===== config.mk =====
export PLATFORM = sky130hd
export DESIGN_NAME = slice_lfsr_bank
export DESIGN_NICKNAME = d
export VERILOG_FILES = /design/src/rtl/slice_lfsr_pkg.sv /design/src/rtl/lfsr_head_ptr.sv /design/src/rtl/lfsr_slice_mem.sv /design/src/rtl/lfsr_fb_xor.sv /design/src/rtl/slice_lfsr_bank.sv
export SDC_FILE = /design/constraint.sdc
export NUM_CORES = 1
export LEC_CHECK = 0
export ABC_AREA = 1
export BUFFER_PORTS_ARGS = -buffer_cell sky130_fd_sc_hd__buf_4
export CAP_MARGIN = 20
export CORE_AREA = 5 5 275 277
export DETAILED_ROUTE_END_ITERATION = 6
export DIE_AREA = 0 0 280 282
export SLEW_MARGIN = 10
export SYNTH_ARGS = -nofsm -noshare
export SYNTH_HDL_FRONTEND = slang
export SYNTH_SLANG_ARGS = --single-unit
export TNS_END_PERCENT = 10

===== constraint.sdc =====
create_clock -name clk_i -period 5.24 [get_ports clk_i]
set_input_delay 0.524 -clock clk_i [delete_from_list [all_inputs] [get_ports clk_i]]
set_output_delay 0.524 -clock clk_i [all_outputs]
set_load 0.02 [all_outputs]

===== src/rtl/slice_lfsr_pkg.sv =====
package slice_lfsr_pkg;
  localparam int unsigned LANES_DEF = 8;
  localparam int unsigned LEN_DEF   = 63;
  localparam int unsigned TAP_DEF   = 62;

  // distance from the oldest stage to the second tap, in entries
  function automatic int unsigned tap_gap(input int unsigned len, input int unsigned tap);
    return len - tap;
  endfunction
endpackage


===== src/rtl/lfsr_head_ptr.sv =====
module lfsr_head_ptr #(
  parameter int unsigned AW = 6
) (
  input  logic          clk_i,
  input  logic          rst_ni,
  input  logic          adv_i,
  output logic [AW-1:0] ptr_o
);
  logic [AW-1:0] ptr_q;

  // depth is 2**AW, so wrap is free truncation
  always_ff @(posedge clk_i or negedge rst_ni) begin
    if (!rst_ni)    ptr_q <= '0;
    else if (adv_i) ptr_q <= ptr_q + AW'(1);
  end

  assign ptr_o = ptr_q;
endmodule


===== src/rtl/lfsr_slice_mem.sv =====
module lfsr_slice_mem #(
  parameter int unsigned W     = 8,
  parameter int unsigned DEPTH = 64,
  localparam int unsigned AW   = $clog2(DEPTH)
) (
  input  logic          clk_i,
  input  logic          rst_ni,
  input  logic          we_i,
  input  logic [AW-1:0] waddr_i,
  input  logic [W-1:0]  wdata_i,
  input  logic [AW-1:0] raddr_a_i,
  input  logic [AW-1:0] raddr_b_i,
  output logic [W-1:0]  rdata_a_o,
  output logic [W-1:0]  rdata_b_o
);
  logic [W-1:0] row_q [DEPTH];

  for (genvar i = 0; i < DEPTH; i++) begin : g_row
    always_ff @(posedge clk_i or negedge rst_ni) begin
      if (!rst_ni)                              row_q[i] <= '0;
      else if (we_i && (waddr_i == AW'(i)))     row_q[i] <= wdata_i;
    end
  end

  assign rdata_a_o = row_q[raddr_a_i];
  assign rdata_b_o = row_q[raddr_b_i];
endmodule


===== src/rtl/lfsr_fb_xor.sv =====
module lfsr_fb_xor #(
  parameter int unsigned W = 8
) (
  input  logic [W-1:0] old_i,
  input  logic [W-1:0] tap_i,
  output logic [W-1:0] fb_o
);
  // one XOR per lane; lanes never interact
  for (genvar j = 0; j < W; j++) begin : g_lane
    assign fb_o[j] = old_i[j] ^ tap_i[j];
  end
endmodule


===== src/rtl/slice_lfsr_bank.sv =====
module slice_lfsr_bank #(
  parameter int unsigned LANES = slice_lfsr_pkg::LANES_DEF,
  parameter int unsigned LEN   = slice_lfsr_pkg::LEN_DEF,
  parameter int unsigned TAP   = slice_lfsr_pkg::TAP_DEF,
  localparam int unsigned DEPTH = LEN + 1,
  localparam int unsigned AW    = $clog2(DEPTH)
) (
  input  logic             clk_i,
  input  logic             rst_ni,
  input  logic             seed_we_i,
  input  logic [AW-1:0]    seed_addr_i,
  input  logic [LANES-1:0] seed_data_i,
  input  logic             step_i,
  output logic [LANES-1:0] data_o,
  output logic             valid_o
);
  localparam logic [AW-1:0] OFS_OLD = AW'(1);
  localparam logic [AW-1:0] OFS_TAP = AW'(1 + slice_lfsr_pkg::tap_gap(LEN, TAP));

  logic [AW-1:0]    ptr_q;
  logic [AW-1:0]    old_addr, tap_addr, waddr;
  logic [LANES-1:0] old_byte, tap_byte, fb_byte, wdata;
  logic             we;
  logic [LANES-1:0] data_q;
  logic             valid_q;

  lfsr_head_ptr #(.AW(AW)) u_ptr (
    .clk_i (clk_i),
    .rst_ni(rst_ni),
    .adv_i (step_i),
    .ptr_o (ptr_q)
  );

  assign old_addr = ptr_q + OFS_OLD;
  assign tap_addr = ptr_q + OFS_TAP;

  // step owns the write port; seed writes during a step are dropped
  assign we    = step_i | seed_we_i;
  assign waddr = step_i ? ptr_q   : seed_addr_i;
  assign wdata = step_i ? fb_byte : seed_data_i;

  lfsr_slice_mem #(.W(LANES), .DEPTH(DEPTH)) u_mem (
    .clk_i    (clk_i),
    .rst_ni   (rst_ni),
    .we_i     (we),
    .waddr_i  (waddr),
    .wdata_i  (wdata),
    .raddr_a_i(old_addr),
    .raddr_b_i(tap_addr),
    .rdata_a_o(old_byte),
    .rdata_b_o(tap_byte)
  );

  lfsr_fb_xor #(.W(LANES)) u_fb (
    .old_i(old_byte),
    .tap_i(tap_byte),
    .fb_o (fb_byte)
  );

  always_ff @(posedge clk_i or negedge rst_ni) begin
    if (!rst_ni) begin
      data_q  <= '0;
      valid_q <= 1'b0;
    end else begin
      valid_q <= step_i;
      if (step_i) data_q <= fb_byte;
    end
  end

  assign data_o  = data_q;
  assign valid_o = valid_q;
endmodule


-- Word level (Yosys, flattened, before mapping)
Index checks and enable logic that the tools add are counted.
- word-level logic and storage cells: 218
- register bits: 527
- bits of input ports: 18
- muxes and demuxes: 8
- equal/unequal tests: 63
- reduce and logical (&&, ||, !) cells: 65
- bitwise gates (word level): 11
- add/subtract/negate cells: 2
- magnitude comparators: 2
- operators with widths (kind ; count):
    == test 6 bit, second input constant ; 32
    binary-select mux 8 bit (select 6 bit) ; 2
    == test 6 x 5 -> 1 bit, second input constant ; 16
    logical AND 1 bit ; 64
    == test 6 x 4 -> 1 bit, second input constant ; 8
    2-to-1 mux 8 bit ; 5
    == test 6 x 3 -> 1 bit, second input constant ; 4
    >= comparator 7 bit, second input constant ; 2
    NOT 6 -> 7 bit ; 2
    == test 6 x 2 -> 1 bit, second input constant ; 2
    bitwise XOR 1 bit ; 8
    adder 6 x 1 -> 6 bit, second input constant ; 1
    adder 6 x 2 -> 6 bit, second input constant ; 1
    == test 6 x 1 -> 1 bit, second input constant ; 1
    zero test 6 bit ; 1
    2-to-1 mux 6 bit ; 1
    bitwise OR 1 bit ; 1

-- Logic depth before layout (Yosys ltp)
Gate-level depths: netlist (run 1).
- depth after elaboration: 7
- mapped depth: 18
- gate-level depth less buffers: 15

-- Modules after synthesis
A second synthesis (run 1) with hierarchy kept.
- cells, all modules: 4313
- area, all modules: 29694.7 um^2
- by module, submodules not included (module ; cells each ; area an instance (um^2) ; instances ; seq. area each (um^2)):
    lfsr_slice_mem ; 4150 ; 28627.5 ; 1 ; 12812.3
    slice_lfsr_bank ; 91 ; 629.4 ; 1 ; 225.2
    lfsr_head_ptr ; 32 ; 287.8 ; 1 ; 150.1
    lfsr_fb_xor ; 40 ; 150.1 ; 1 ; 0.0

-- Worst setup path after synthesis (run 1)
Ideal clock, no wire load.
- kind: register to register
- start point: register u_ptr.ptr_q[1] (netlist: u_ptr.ptr_o[1])
- end point: register u_mem.row_q[203] in the netlist's numbering
- stages on the path, launching flop included: 18
- slack: 2.836 ns
- setup time: 0.065 ns
- data required time: 5.175 ns
- arrival: 2.339 ns
- path through: dfrtp_1 -> ha_1 -> inv_1 -> clkbuf_1 -> clkbuf_1 -> nand2_1 -> nand3_1 -> nand3_1 -> nand3_1 -> nand3_1 -> nand2_1 -> inv_1 -> nand2_1 -> nand3_2 -> nand2_4 -> buf_6 -> nand2_1 -> nand2_1
- word-level cells in the longest chain between the ends: 7
- ends and longest elaborated chain (item ; line ; RTL):
    from (decl) ; lfsr_head_ptr.sv:9 ; logic [AW-1:0] ptr_q;
    from (signal assigned) ; lfsr_head_ptr.sv:14 ; else if (adv_i) ptr_q <= ptr_q + AW'(1);
    adder 6 x 1 -> 6 bit ; slice_lfsr_bank.sv:34 ; assign old_addr = ptr_q + OFS_OLD;
    named net old_addr[1] ; slice_lfsr_bank.sv:21 ; logic [AW-1:0] old_addr, tap_addr, waddr;
    NOT 6 -> 7 bit (implied by the code) ; lfsr_slice_mem.sv:25 ; assign rdata_a_o = row_q[raddr_a_i];
    binary-select mux 8 bit (select 6 bit) ; lfsr_slice_mem.sv:25 ;
    2-to-1 mux 8 bit (implied by the code) (2 in a row) ; lfsr_slice_mem.sv:25 ;
    bitwise XOR 1 bit ; lfsr_fb_xor.sv:10 ; assign fb_o[j] = old_i[j] ^ tap_i[j];
    2-to-1 mux 8 bit ; slice_lfsr_bank.sv:40 ; assign wdata = step_i ? fb_byte : seed_data_i;
    to (signal, indexed assignment) ; lfsr_slice_mem.sv:21 ; else if (we_i && (waddr_i == AW'(i))) row_q[i] <= wdata_i;
    to (decl) ; lfsr_slice_mem.sv:16 ; logic [W-1:0] row_q [DEPTH];
The timed path passes the listed nets, and every way through them passes these cells. The select of a mux whose other input is x is not followed.
A chain may end at the register's enable or synchronous reset.

-- Worst setup path in the final report (run 1)
- start point: register u_ptr.ptr_q[0] (netlist: u_ptr.ptr_o[0])
- end point: register u_mem.row_q[360] in the netlist's numbering
Same word-level chain as after synthesis.

==> summary.txt, run 1 <==
Detailed routing
  • Drt first-iter violations: 3673
  • Top routing layer in use: met4
  • Overall via count from detail_route: 32000
  • Average wire per standard cell: 19.6 µm
  • Routed met2 length: 51200 µm
  • Remaining antenna violation count after routing: 0
  • Aggregate routed wire length: 117000 µm
  • Via density: 5.39
  • Wl on met1: 49800 µm
  • Detailed route wirelength on metal3: about 11000 µm
  • Initial DRT Pass Iterations: 6
  • DRC Markers: 0

Clock network
  • Library cell used as clock root buffer: sky130_fd_sc_hd__clkbuf_16
  • Insertion delay to the later sink of the worst-skew pair: 0.64 ns
  • Depth of the CTS H-tree: 2
  • Number of buffers inserted to repair setup after CTS: 0
  • TritonCTS clock tree: done
  • Number of sinks handled by clock tree synthesis: 527
  • Gates resized, CTS repair: 0
  • Number of buffers between clock root and the deepest sink: 3
  • Post-CTS clock slew at the launch and capture registers of the worst setup and hold paths: 0.06 ns
  • Clock buffers created by TritonCTS: 60

Yosys
  • EDFF count, synth: 0
  • Netlist area before placement: around 33000 µm²
  • Unique masters post-synth: 27
  • Proportion of netlist area held by the largest area contributor: 0.405
  • Number of synthesized register bits: 527
  • Library cell with the largest summed area after synthesis: sky130_fd_sc_hd__dfrtp_1
  • Most instantiated flip-flop cell in the synthesis netlist: sky130_fd_sc_hd__dfrtp_1
  • Cell with the most instances after synthesis: sky130_fd_sc_hd__nand2_1
  • Ranking of synthesized cells by area: sky130_fd_sc_hd__dfrtp_1 41%, sky130_fd_sc_hd__nand2_1 29%, sky130_fd_sc_hd__nand3_1 13%
  • Syn Inst Count: ~5000
  • Leading cell types by count after synthesis: 2522 x sky130_fd_sc_hd__nand2_1, 816 x sky130_fd_sc_hd__nand3_1, 564 x sky130_fd_sc_hd__inv_1, 527 x sky130_fd_sc_hd__dfrtp_1, 112 x sky130_fd_sc_hd__o211ai_1
  • Share of synthesized registers carrying an async set or reset: 1.00
  • Part of the Yosys area used for sequential elements: 0.405
  • Average footprint of a synthesized cell: 6.48 µm²
  • Net Count, Synth: 5043
  • Count of synthesis-stage warnings from yosys: 0

Critical path
  • Worst-path maximum fanout: 64
  • Crit end category: register
  • Worst path arrival time: 4.64 ns
  • Setup crit start kind: register
  • Type of the worst setup path: register to register
  • Worst-case reg-to-reg path depth: 16
  • Critical path data required time: 5.80 ns

Timing
  • Period minus WS final: 4.08 ns
  • Hold slack final: around 0.22 ns
  • Number of hold violations in the final report: 0
  • Upper clock frequency limit: between 200 and 250 MHz
  • Final Slew Violations: 0
  • Setup violations, final: 0
  • Post-route fraction of the period consumed by the critical path: 0.778
  • RSZ-0062 raised after global routing: no
  • Sum Neg Setup Slack: 0 ns
  • Setup Skew: a little over 0.03 ns
  • Worst slew slack as a fraction of its limit: 0.258
  • Slew @ Worst Pin: between 1 and 1.5 ns

Cells and area
  • Number of diodes added for antenna fixing: 0
  • Ratio of cells with drive above 1 in the final layout: 0.0567
  • Final layout net count: 4952
  • Layout-stage area growth over the synthesis result: 8.40%

Global route
  • Number of antenna violations at the first check in global routing: 0
  • Wire length of the first global-routing pass: 179000 µm
  • Maximum number of pins on one net before global-route repair: between 200 and 300
  • Number of global-route vias before repair: 29600
  • Combined global-route utilization of all metal layers: 0.290
  • Remaining Overflow, GRT: 0

Floorplanning
  • Die area: around 79000 µm²
  • Width of the die: about 280 µm
  • Standard-cell rows: 99
  • Ports: 27
  • Area of the core: 72600 µm²
  • Starting density of the core: 0.448
  • Floorplan die height: 282 µm

Hold path
  • Type of the worst min-delay path: input pin to register
  • Hold path depth: 1

Placed design
  • Count of input and output buffers: 26
  • Placer Congestion: 0.940
  • Post-detailed-placement half-perimeter wirelength: 74300 µm

Run status
  • Status: completed

Run
  • Max capacitance violation total: 0
[timing repair]
item / 4_1_cts / 5_1_grt
hold endpoints to repair: 61 / 0
hold buffers: 1 / 0
endpoints found under the setup margin: 0 / 0
[layout by cell type (no fill, tap or decap), types with 2 or more instances in the layout]
cell | netlist | routed
sky130_fd_sc_hd__buf_12 | 0 | 24
sky130_fd_sc_hd__buf_4 | 14 | 89
sky130_fd_sc_hd__bufinv_16 | 0 | 5
sky130_fd_sc_hd__clkbuf_1 | 63 | 16
sky130_fd_sc_hd__clkbuf_16 | 0 | 61
sky130_fd_sc_hd__clkbuf_8 | 0 | 7
sky130_fd_sc_hd__clkinv_2 | 0 | 14
sky130_fd_sc_hd__dfrtp_1 | 527 | 525
sky130_fd_sc_hd__dfrtp_4 | 0 | 2
sky130_fd_sc_hd__inv_1 | 564 | 563
sky130_fd_sc_hd__inv_2 | 10 | 8
sky130_fd_sc_hd__inv_8 | 0 | 2
sky130_fd_sc_hd__nand2_1 | 2522 | 2522
sky130_fd_sc_hd__nand2_4 | 8 | 8
sky130_fd_sc_hd__nand3_1 | 816 | 816
sky130_fd_sc_hd__nand3_2 | 8 | 8
sky130_fd_sc_hd__nor2_1 | 60 | 59
sky130_fd_sc_hd__nor2_2 | 38 | 39
sky130_fd_sc_hd__o211ai_1 | 112 | 112
sky130_fd_sc_hd__o21ai_0 | 74 | 74
sky130_fd_sc_hd__o21ai_1 | 3 | 3
sky130_fd_sc_hd__xor2_2 | 3 | 3
[path summary, 6_finish.rpt]
path | from | to | slack [ns]
max in group asynchronous | rst_ni | u_mem.row_q[415] | 3.50
max | u_ptr.ptr_o[0] | u_mem.row_q[360] | 1.16
min in group asynchronous | rst_ni | u_mem.row_q[79] | 0.48
min reg2reg | u_mem.row_q[393] | u_mem.row_q[393] | 0.48
max reg2reg | u_ptr.ptr_o[0] | u_mem.row_q[360] | 1.16
min | step_i | valid_o | 0.22
[through the flow]
stage	area, µm²	utilization	cells	setup slack, ns
after floorplan	32500	-	5023	2.84
after global placement	33300	0.459	5828	1.33
after detailed placement	33300	0.459	5828	1.29
after CTS	35300	0.486	5934	1.27
after global routing	35300	0.486	5934	1.01
final	35300	0.486	5934	1.16
[cell families (layout without fill, tap and decap cells)]
group,Yosys count,after routing,synth area share
compound gates,190,190,0.0382
fa+ha+maj,2,2,0.000769
buf+inv,843,795,0.116
simple gates,3455,3455,0.437
xor+xnor,6,6,0.00288
flops,527,527,0.405
[critical path: stages (launching register included)]
cell                      delay (ns)
sky130_fd_sc_hd__dfrtp_4        0.76
sky130_fd_sc_hd__ha_4           0.30
sky130_fd_sc_hd__inv_4          0.43
sky130_fd_sc_hd__buf_12         0.41
sky130_fd_sc_hd__nand3_1        0.14
sky130_fd_sc_hd__nand3_1        0.14
sky130_fd_sc_hd__nand3_1        0.26
sky130_fd_sc_hd__nand3_1        0.18
sky130_fd_sc_hd__nand3_1        0.08
sky130_fd_sc_hd__nand2_1        0.08
sky130_fd_sc_hd__inv_1          0.04
sky130_fd_sc_hd__nand2_1        0.06
sky130_fd_sc_hd__nand3_2        0.10
sky130_fd_sc_hd__nand2_4        0.43
sky130_fd_sc_hd__buf_4          0.33
sky130_fd_sc_hd__nand2_1        0.07
sky130_fd_sc_hd__nand2_1        0.08
[registers in the layout, indices dropped and copies added (netlist names)]
name,count
data_o,8
u_ptr.ptr_o,6
u_mem.row_q,512
valid_o,1
[layer usage]
metal,vias up,track usage
met5,-,0
met3,244,0.0680
met4,0,0.105
li1,15300,-
met2,1336,0.445
met1,15100,0.405
[cell type report]
class,instances,area (µm²)
multi-input cells,3653,15600
flip-flops and latches,527,13200
inverters,575,2170
clock buffers,84,1680
repair buffers,115,1170
fillers,7589,37300
clock inverters,21,239
well taps,959,1200
Power of run 1 is not shown: default switching activity piles up to over one toggle a cycle in this logic, so the estimate is an artifact.
==> run 2: changes to the inputs <==
Clock period 5.24 ns to 3.4 ns, I/O delays scaled along.
==> run 2 against run 1 <==
The run now ends with DRC left. Sequential share of layout area is 1.1 points lower. Register-to-register slack worse by 1.1 ns. Non-clock buffer count is 72 higher.
==> summary.txt, run 2 (synthesized netlist as in run 1, its figures left out) <==
Global route
  • Wire length of the first global-routing pass: 180000 µm
  • Combined global-route utilization of all metal layers: 0.292
  • Number of global-route vias before repair: 30500
  • Number of antenna violations at the first check in global routing: 0
  • Maximum number of pins on one net before global-route repair: around 100
  • Remaining Overflow, GRT: 0

Timing
  • Slew @ Worst Pin: 1.08 ns
  • Period minus WS final: 3.32 ns
  • Setup violations, final: 0
  • Setup Skew: 0.0330 ns
  • Upper clock frequency limit: ~300 MHz
  • RSZ-0062 raised after global routing: yes
  • Hold slack final: roughly 0.25 ns
  • Post-route fraction of the period consumed by the critical path: 0.977
  • Worst slew slack as a fraction of its limit: 0.279
  • Number of hold violations in the final report: 0
  • Final Slew Violations: 0

Floorplanning
  • Starting density of the core: 0.448
  • Area of the core: between 70000 and 80000 µm²
  • Ports: 27
  • Die area: just under 80000 µm²
  • Floorplan die height: 282 µm
  • Width of the die: 280 µm
  • Standard-cell rows: 99

Clock network
  • Insertion delay to the later sink of the worst-skew pair: 0.64 ns
  • TritonCTS clock tree: done
  • Number of sinks handled by clock tree synthesis: 527
  • Clock buffers created by TritonCTS: 66
  • Post-CTS clock slew at the launch and capture registers of the worst setup and hold paths: 0.06 ns
  • Number of buffers between clock root and the deepest sink: 3
  • Depth of the CTS H-tree: 3
  • Number of buffers inserted to repair setup after CTS: 0
  • Library cell used as clock root buffer: sky130_fd_sc_hd__clkbuf_16

Critical path
  • Type of the worst setup path: register to register
  • Worst path bufs/invs: 3
  • Worst-path maximum fanout: 32
  • Cells traversed along the worst timing path: ha_2 -> inv_2 -> buf_12 -> nand3_1 -> nand3_1 -> nand3_1 -> nand3_1 -> nand2_1 -> nand2_1 -> nand3_2 -> nand2_4 -> buf_12 -> nand2_1 -> nand2_1
  • Timing endpoint of the critical path: u_mem.row_q[121]
  • Setup crit start kind: register
  • Crit end category: register
  • Critical path data required time: a little under 4 ns
  • Reg-to-reg slack, setup: roughly 0.08 ns
  • Worst path depth: 14
  • Standard cell with the maximum stage delay on the critical path: sky130_fd_sc_hd__dfrtp_4
  • Worst Setup SP: u_ptr.ptr_o[1]
  • Worst path arrival time: between 3 and 4 ns
  • Worst-case reg-to-reg path depth: 14
  • Crit Reg-Reg Endpoint: u_mem.row_q[121]
  • Peak per-stage delay on the critical path: between 0.5 and 0.6 ns
  • CP top delay family: simple AND/OR/NAND/NOR gates
  • RR Startpoint: u_ptr.ptr_o[1]

Placed design
  • Placer Congestion: 0.966
  • Post-placement cell area: 34200 µm²
  • Placed cell count: 5899
  • Post-detailed-placement half-perimeter wirelength: 78300 µm
  • Count of input and output buffers: 26

Cells and area
  • Final non-filler cell area: 36300 µm²
  • Finished Core Util: 0.501
  • Area used by multi-input combinational logic: about 16000 µm²
  • Register area: 13200 µm²
  • Filler Cell Count: 7486
  • Ratio of cells with drive above 1 in the final layout: 0.0724
  • Number of diodes added for antenna fixing: 0
  • Layout-stage area growth over the synthesis result: 11.7%
  • Number of cells in the finished layout apart from fillers: 6013
  • Commonest non-fill, non-tap cells in the layout: 2522 x sky130_fd_sc_hd__nand2_1, 816 x sky130_fd_sc_hd__nand3_1, 563 x sky130_fd_sc_hd__inv_1
  • Most common cell after layout, fill and taps aside: sky130_fd_sc_hd__nand2_1
  • Final layout net count: 5030
  • Register bank with the most flops: u_mem.row_q
  • Number of flip-flops in the largest register: 512

Run status
  • Status: finished with violations
  • Failing checks: DRC

Detailed routing
  • Aggregate routed wire length: 117000 µm
  • Via density: 5.35
  • Average wire per standard cell: 19.4 µm
  • Drt first-iter violations: 3747
  • Overall via count from detail_route: between 30000 and 40000
  • Remaining antenna violation count after routing: 0
  • DRC Markers: 2
  • Initial DRT Pass Iterations: 7

Hold path
  • Hold path depth: 5
  • Type of the worst min-delay path: input pin to register

Run
  • Max capacitance violation total: 0
-- run 2: changes by cell type in the layout (fill, tap and decap cells not counted), sizes merged --
| cell | before | now |
|---|---|---|
| buf | 114 | 185 |
| bufinv | 5 | 4 |
| clkbuf | 84 | 89 |
| clkinv | 15 | 17 |
| dlygate4sd3 | 1 | 2 |
| inv | 575 | 576 |
-- run 2: cell type report --
class	count	area share
clock buffers	89	0.0517
clock inverters	23	0.00713
inverters	575	0.0597
multi-input cells	3653	0.429
flip-flops and latches	527	0.363
well taps	959	0.0330
repair buffers	187	0.0558
-- run 2: worst min-delay path, cell delays in order --
cell and delay (ns):
sky130_fd_sc_hd__buf_4 0.08, sky130_fd_sc_hd__nand2_1 0.11, sky130_fd_sc_hd__nand2_4 0.20, sky130_fd_sc_hd__nand2_1 0.07, sky130_fd_sc_hd__nand2_1 0.05
-- run 2: how the worst min path moves through the flow --
stage | startpoint | to | slack, ns
global route | seed_data_i[3] | u_mem.row_q[483] | 0.25
finish | seed_data_i[3] | u_mem.row_q[483] | 0.25
detailed placement | rst_ni | u_mem.row_q[72] | 0.38
CTS | seed_data_i[3] | u_mem.row_q[483] | 0.22
floorplan | rst_ni | data_o[0] | 0.04
global placement | rst_ni | u_mem.row_q[72] | 0.38
-- run 2: layer usage --
metal / GRT usage / share of wire / vias to the layer above
met5: 0 / 0 / -
met4: 0.119 / 0.045 / 0
met3: 0.0527 / 0.082 / 282
met2: 0.456 / 0.44 / 1359
met1: 0.405 / 0.43 / 15100
li1: - / - / 15400
-- run 2: metrics by stage --
step / setup WS, ns / TNS [ns]
floorplan: 0.996 / 0
global placement: 0.0987 / 0
finish: 0.0798 / 0
detailed placement: 0.0729 / 0
CTS: 0.143 / 0
global route: -0.0107 / -0.0131
-- run 2: repair_timing --
action | 4_1_cts | 5_1_grt
endpoints found under the setup margin | 0 | 10
endpoints found under the hold margin | 52 | 0
resized for setup | 0 | 1
hold buffers | 2 | 0
Power of run 2 is left out for the same reason.
